`src/rtl/rtdl_pkg.sv`:
```
package rtdl_pkg;

  localparam int FRAME_W = 40;
  localparam int NUM_W   = 8;
  localparam int DATA_W  = 24;

  localparam logic [7:0]  CRC8_POLY  = 8'h07;
  localparam logic [23:0] CRC24_POLY = 24'h864CFB;
  localparam logic [23:0] CRC24_SEED = 24'hB704CE;
  localparam logic [7:0]  CLOSE_NUM  = 8'hFF;

  // Per-frame check byte over number and payload, MSB first, seed zero.
  function automatic logic [7:0] crc8_head(input logic [31:0] msg);
    logic [7:0] c;
    c = '0;
    for (int i = 31; i >= 0; i--) begin
      if (c[7] ^ msg[i]) c = (c << 1) ^ CRC8_POLY;
      else               c = c << 1;
    end
    return c;
  endfunction

  // Fold one 24-bit payload into the running burst code, MSB first.
  function automatic logic [23:0] crc24_fold(input logic [23:0] acc,
                                             input logic [23:0] word);
    logic [23:0] c;
    c = acc;
    for (int i = 23; i >= 0; i--) begin
      if (c[23] ^ word[i]) c = (c << 1) ^ CRC24_POLY;
      else                 c = c << 1;
    end
    return c;
  endfunction

endpackage

```
`src/rtl/rtdl_slot_pick.sv`:
```
// Lowest enabled slot index at or above a starting point.
module rtdl_slot_pick #(
  parameter int NUM_FRAMES = 128,
  localparam int IDX_W = (NUM_FRAMES > 1) ? $clog2(NUM_FRAMES) : 1
) (
  input  logic [NUM_FRAMES-1:0] mask,
  input  logic [IDX_W:0]        from_idx,
  output logic                  hit,
  output logic [IDX_W-1:0]      idx
);
  always_comb begin
    hit = 1'b0;
    idx = '0;
    for (int i = NUM_FRAMES - 1; i >= 0; i--) begin
      if (mask[i] && (i >= int'(from_idx))) begin
        hit = 1'b1;
        idx = IDX_W'(i);
      end
    end
  end
endmodule

```
`src/rtl/rtdl_frame_pack.sv`:
```
// Assembles the 40-bit frame: number, payload, check byte.
module rtdl_frame_pack
  import rtdl_pkg::*;
(
  input  logic [NUM_W-1:0]   num,
  input  logic [DATA_W-1:0]  payload,
  output logic [FRAME_W-1:0] frame
);
  logic [7:0] chk;
  always_comb begin
    chk   = crc8_head({num, payload});
    frame = {num, payload, chk};
  end
endmodule

```
`src/rtl/rtdl_shifter.sv`:
```
// Holds each bit BIT_DIV clocks and shifts the frame out MSB first.
module rtdl_shifter
  import rtdl_pkg::*;
#(
  parameter int BIT_DIV = 10,
  localparam int DIV_W = (BIT_DIV > 1) ? $clog2(BIT_DIV) : 1,
  localparam int BC_W  = $clog2(FRAME_W)
) (
  input  logic               clk,
  input  logic               rst_n,
  input  logic               load,
  input  logic [FRAME_W-1:0] frame_in,
  output logic               ser_out,
  output logic               bit_en,
  output logic               frame_start,
  output logic               last_tick
);
  logic [FRAME_W-1:0] sh_q;
  logic [DIV_W-1:0]   div_q;
  logic [BC_W-1:0]    bc_q;
  logic               act_q;
  logic               div_end;
  logic               bit_last;

  assign div_end  = (div_q == DIV_W'(BIT_DIV - 1));
  assign bit_last = (bc_q == BC_W'(FRAME_W - 1));

  always_ff @(posedge clk or negedge rst_n) begin
    if (!rst_n) begin
      sh_q  <= '0;
      div_q <= '0;
      bc_q  <= '0;
      act_q <= 1'b0;
    end else if (load) begin
      sh_q  <= frame_in;
      div_q <= '0;
      bc_q  <= '0;
      act_q <= 1'b1;
    end else if (act_q) begin
      if (div_end) begin
        div_q <= '0;
        if (bit_last) begin
          act_q <= 1'b0;
        end else begin
          bc_q <= bc_q + 1'b1;
          sh_q <= sh_q << 1;
        end
      end else begin
        div_q <= div_q + 1'b1;
      end
    end
  end

  assign ser_out     = act_q & sh_q[FRAME_W-1];
  assign bit_en      = act_q & (div_q == '0);
  assign frame_start = bit_en & (bc_q == '0);
  assign last_tick   = act_q & div_end & bit_last;
endmodule

```
`src/rtl/rtdl_framer.sv`:
```
module rtdl_framer
  import rtdl_pkg::*;
#(
  parameter int NUM_FRAMES = 128,
  parameter int BIT_DIV    = 10,
  localparam int IDX_W = (NUM_FRAMES > 1) ? $clog2(NUM_FRAMES) : 1
) (
  input  logic                  clk,
  input  logic                  rst_n,
  input  logic                  start,
  input  logic [NUM_FRAMES-1:0] frame_mask,
  output logic [IDX_W-1:0]      param_addr,
  input  logic [DATA_W-1:0]     param_data,
  output logic                  ser_out,
  output logic                  bit_en,
  output logic                  frame_start,
  output logic                  busy
);
  logic                  busy_q;
  logic                  final_q;
  logic [IDX_W-1:0]      cur_q;
  logic [NUM_FRAMES-1:0] mask_q;
  logic [DATA_W-1:0]     crc_q;

  logic                  idle;
  logic [NUM_FRAMES-1:0] mask_src;
  logic [IDX_W:0]        from_idx;
  logic                  sel_hit;
  logic [IDX_W-1:0]      sel_idx;
  logic                  start_ok;
  logic                  last_tick;
  logic                  load;
  logic                  next_close;
  logic [DATA_W-1:0]     crc_base;
  logic [NUM_W-1:0]      fr_num;
  logic [DATA_W-1:0]     fr_data;
  logic [FRAME_W-1:0]    fr_bits;

  assign idle     = ~busy_q;
  assign mask_src = idle ? frame_mask : mask_q;
  assign from_idx = idle ? '0 : ({1'b0, cur_q} + 1'b1);

  rtdl_slot_pick #(.NUM_FRAMES(NUM_FRAMES)) u_pick (
    .mask     (mask_src),
    .from_idx (from_idx),
    .hit      (sel_hit),
    .idx      (sel_idx)
  );

  assign param_addr = sel_idx;
  assign start_ok   = idle & start;
  assign load       = start_ok | (last_tick & ~final_q);
  assign next_close = ~sel_hit;
  assign crc_base   = idle ? CRC24_SEED : crc_q;
  assign fr_num     = next_close ? CLOSE_NUM : NUM_W'(sel_idx);
  assign fr_data    = next_close ? crc_base : param_data;

  rtdl_frame_pack u_pack (
    .num     (fr_num),
    .payload (fr_data),
    .frame   (fr_bits)
  );

  rtdl_shifter #(.BIT_DIV(BIT_DIV)) u_shift (
    .clk         (clk),
    .rst_n       (rst_n),
    .load        (load),
    .frame_in    (fr_bits),
    .ser_out     (ser_out),
    .bit_en      (bit_en),
    .frame_start (frame_start),
    .last_tick   (last_tick)
  );

  always_ff @(posedge clk or negedge rst_n) begin
    if (!rst_n) begin
      busy_q  <= 1'b0;
      final_q <= 1'b0;
      cur_q   <= '0;
      mask_q  <= '0;
      crc_q   <= CRC24_SEED;
    end else begin
      if (start_ok) begin
        busy_q <= 1'b1;
        mask_q <= frame_mask;
      end else if (last_tick & final_q) begin
        busy_q <= 1'b0;
      end
      if (load) begin
        cur_q   <= sel_idx;
        final_q <= next_close;
        if (!next_close) crc_q <= crc24_fold(crc_base, param_data);
      end
    end
  end

  assign busy = busy_q;
endmodule

```
`config.mk`:
```
export PLATFORM = sky130hd
export DESIGN_NAME = rtdl_framer
export DESIGN_NICKNAME = d
export VERILOG_FILES = /design/src/rtl/rtdl_pkg.sv /design/src/rtl/rtdl_slot_pick.sv /design/src/rtl/rtdl_frame_pack.sv /design/src/rtl/rtdl_shifter.sv /design/src/rtl/rtdl_framer.sv
export SDC_FILE = /design/constraint.sdc
export NUM_CORES = 1
export LEC_CHECK = 0
export ABC_CLOCK_PERIOD_IN_PS = 15900
export BUFFER_PORTS_ARGS = -buffer_cell sky130_fd_sc_hd__buf_2
export CELL_PAD_IN_SITES_DETAIL_PLACEMENT = 0
export CELL_PAD_IN_SITES_GLOBAL_PLACEMENT = 1
export CORE_MARGIN = 5
export CORE_UTILIZATION = 50
export CTS_CLUSTER_SIZE = 12
export DETAILED_ROUTE_END_ITERATION = 12
export PLACE_DENSITY = 0.88
export SLEW_MARGIN = 0
export SYNTH_ARGS = -nofsm -noshare
export SYNTH_HDL_FRONTEND = slang
export SYNTH_HIERARCHICAL = 1
export SYNTH_SLANG_ARGS = --single-unit
```
`constraint.sdc`:
```
create_clock -name clk -period 15.9 [get_ports clk]
set_input_delay 2.385 -clock clk [delete_from_list [all_inputs] [get_ports clk]]
set_output_delay 2.385 -clock clk [all_outputs]
set_load 0.02 [all_outputs]
```
==> flow_summary.ini <==
[logic_synthesis]
yosysTopAreaCellShare = 0.266
synth-seq-cells = 212
netlist_instances = 1992
synth_cell_types = 100
synthArstFlopShare = 1.00
synth_edf_count = 0
synthTopCellsByArea = dfrtp_1, mux2_2, xnor2_1, xnor3_1, o21ai_0
syn-num-nets = 2153
ys_seq_area_frac = 0.283
synth_top_cell_by_area = dfrtp_1
synth_area_um2 = 18800
synth_ff_type = dfrtp_1
synth_warnings = 6
postSynthAreaPerCell_um2 = 9.43

[routing]
drt_iter0_drc = 1718
m1WireLength_um = 25900
wl_um = 57700
post_drt_wl_per_cell_um = 22.5
viasPerCell = 6.19
dr.max_layer_used = met4
dr.pass1.iters = 6
route.met2.wl_um = 25300
vias = 15901
drc = 0
wl_met3_um = 4990
ant_nets = 0

[critical_path]
cp_cell_sequence = buf_4 -> nand2_1 -> nor3_2 -> buf_4 -> or3_1 -> o21ai_0 -> nand3_1 -> o21ai_0 -> a211oi_1 -> nand4_1 -> nor3_1 -> o31a_1 -> o311a_1 -> buf_2
cp_slowest_cell = dfrtp_4
startpoint_type = register
critical_path_class = reg2out
critical_path.max_stage_delay_ps = 870
cp_top_family = simple AND/OR/NAND/NOR gates
worstPathRequired_ps = 13520
cp.arrival_ps = 5790
crit_start = busy
crit_fanout = 86
critPathBufInv = 3
endpoint_kind = output pin
reg2reg_from = busy

[final_layout]
regArea_um2 = 5320
nets = 2196
num-fill-cells = 3365
final_common_cell = mux2_2
final_cell_mix = mux2_2, dfrtp_1, buf_2, xnor2_1, nand2_1
layout-drive-gt1-share = 0.286
area_growth_syn_to_layout_pct = 8.64
multiInputGateArea_um2 = 12400

[timing]
period_needed_ps = 8180
slew_viol_final = 0
rsz0062_at_grt = no
fin_worst_skew_ps = 33.3
period_share = 0.514
finalSetupTns_ps = 0
worst_pin_slew_ps = 1330
fmax_ghz = 0.122
setup_ws_ps = 7720
finalHoldViolations = 0
slew_headroom = 0.111
setup_viol = 0

[cts]
clock_latency_ps = 560
cts.sinks = 212
cts_buffer_depth = 3
cts_setup_buffers = 0
postCtsResizedCells = 0
cts_hold_buf = 0
cts_tree = built
htreeDepth = 1
cts.reportedPaths.clkPinSlew_ps = 60
cts_buffers = 26
cts-root-buf = clkbuf_16

[grt]
grt_max_degree = 87
grt_usage = 0.271
antenna_found_initial = 1
grt_pass1_wl_um = 89900
grt_pass1_vias = 15389
overflow = 0

[run_status]
status = finished clean

[worst_hold_path]
min-delay-start = final_q
hold_path_class = reg2reg

[floorplanning]
start_util = 0.502
die_w_um = 204
dieArea_um2 = 41600
io_pins = 166
die_height_um = 204
num_rows = 71
coreArea_um2 = 37400

[placed_design]
post-place-ws_ps = 8200
gp_congestion = 0.983
port_buffers = 165
hpwl_um = 41500

[job]
drv_cap = 0
-- worst paths after layout --
path,end,slack (ps),depth (start not counted)
max,param_addr[0],7720,14
min,busy,460,1
max reg2reg,u_shift/sh_q[1],8100,23
min reg2reg,busy,460,1
max in group asynchronous,busy,12610,2
min in group asynchronous,mask_q[29],1820,1
-- logic make-up after synthesis --
| logic type | count (synthesis) | share of synthesized area |
|---|---|---|
| flip-flops | 212 | 0.283 |
| adder cells (fa/ha/maj) | 8 | 0.00506 |
| AO/OA/AOI/OAI | 528 | 0.185 |
| XOR/XNOR | 280 | 0.181 |
| buffers and inverters | 221 | 0.0606 |
| multiplexers | 271 | 0.162 |
| AND/OR/NAND/NOR | 472 | 0.123 |
-- sequential cells by signal, summed over array words and instances, names as in the netlist --
name           cells
u_shift/div_q      4
u_shift/act_q      1
cur_q              7
busy               1
final_q            1
u_shift/sh_q      40
crc_q             24
mask_q           128
u_shift/bc_q       6
-- metal layers --
| layer | vias to the layer above | global-route usage |
|---|---|---|
| met1 | 7770 | 0.401 |
| li1 | 7274 | - |
| met3 | 108 | 0.0587 |
| met2 | 749 | 0.406 |
| met5 | - | 0 |
| met4 | 0 | 0.0696 |
-- cell type report --
type | count | area share
flip-flops and latches | 212 | 0.261
inverters | 45 | 0.00827
repair buffers | 191 | 0.0504
clock inverters | 14 | 0.00815
diodes | 1 | 0.000123
well taps | 511 | 0.0313
multi-input cells | 1559 | 0.605
clock buffers | 34 | 0.0358
-- per-stage QoR --
step,instances,hold WS (ps),cell area (um2),utilization
after CTS,2566,473,20400,0.546
after floorplan,1992,435,18800,-
after global routing,2566,496,20400,0.546
final,2567,464,20400,0.546
after detailed placement,2518,459,19500,0.522
after global placement,2518,450,19500,0.522
-- cells in the mapped netlist (all sizes together) (6+ instances only) --
library cell / count
a211o: 7
a211oi: 11
a21boi: 15
a21o: 9
a21oi: 79
a221o: 6
a221oi: 7
a22oi: 14
a2bb2oi: 39
a31oi: 53
and2: 14
and3: 11
buf: 95
clkbuf: 81
dfrtp: 200
dfstp: 12
ha: 6
inv: 44
mux2: 267
nand2: 157
nand2b: 18
nand3: 80
nand4: 11
nor2: 98
nor2b: 12
nor3: 17
nor3b: 10
nor4: 6
o211ai: 56
o21a: 11
o21ai: 155
o21bai: 7
o2bb2ai: 7
o31ai: 7
or3: 9
xnor2: 183
xnor3: 43
xor2: 52
Power is left out: the tool's default activity adds up to more than one toggle a clock period on the data nets, which glitch-free logic cannot reach.
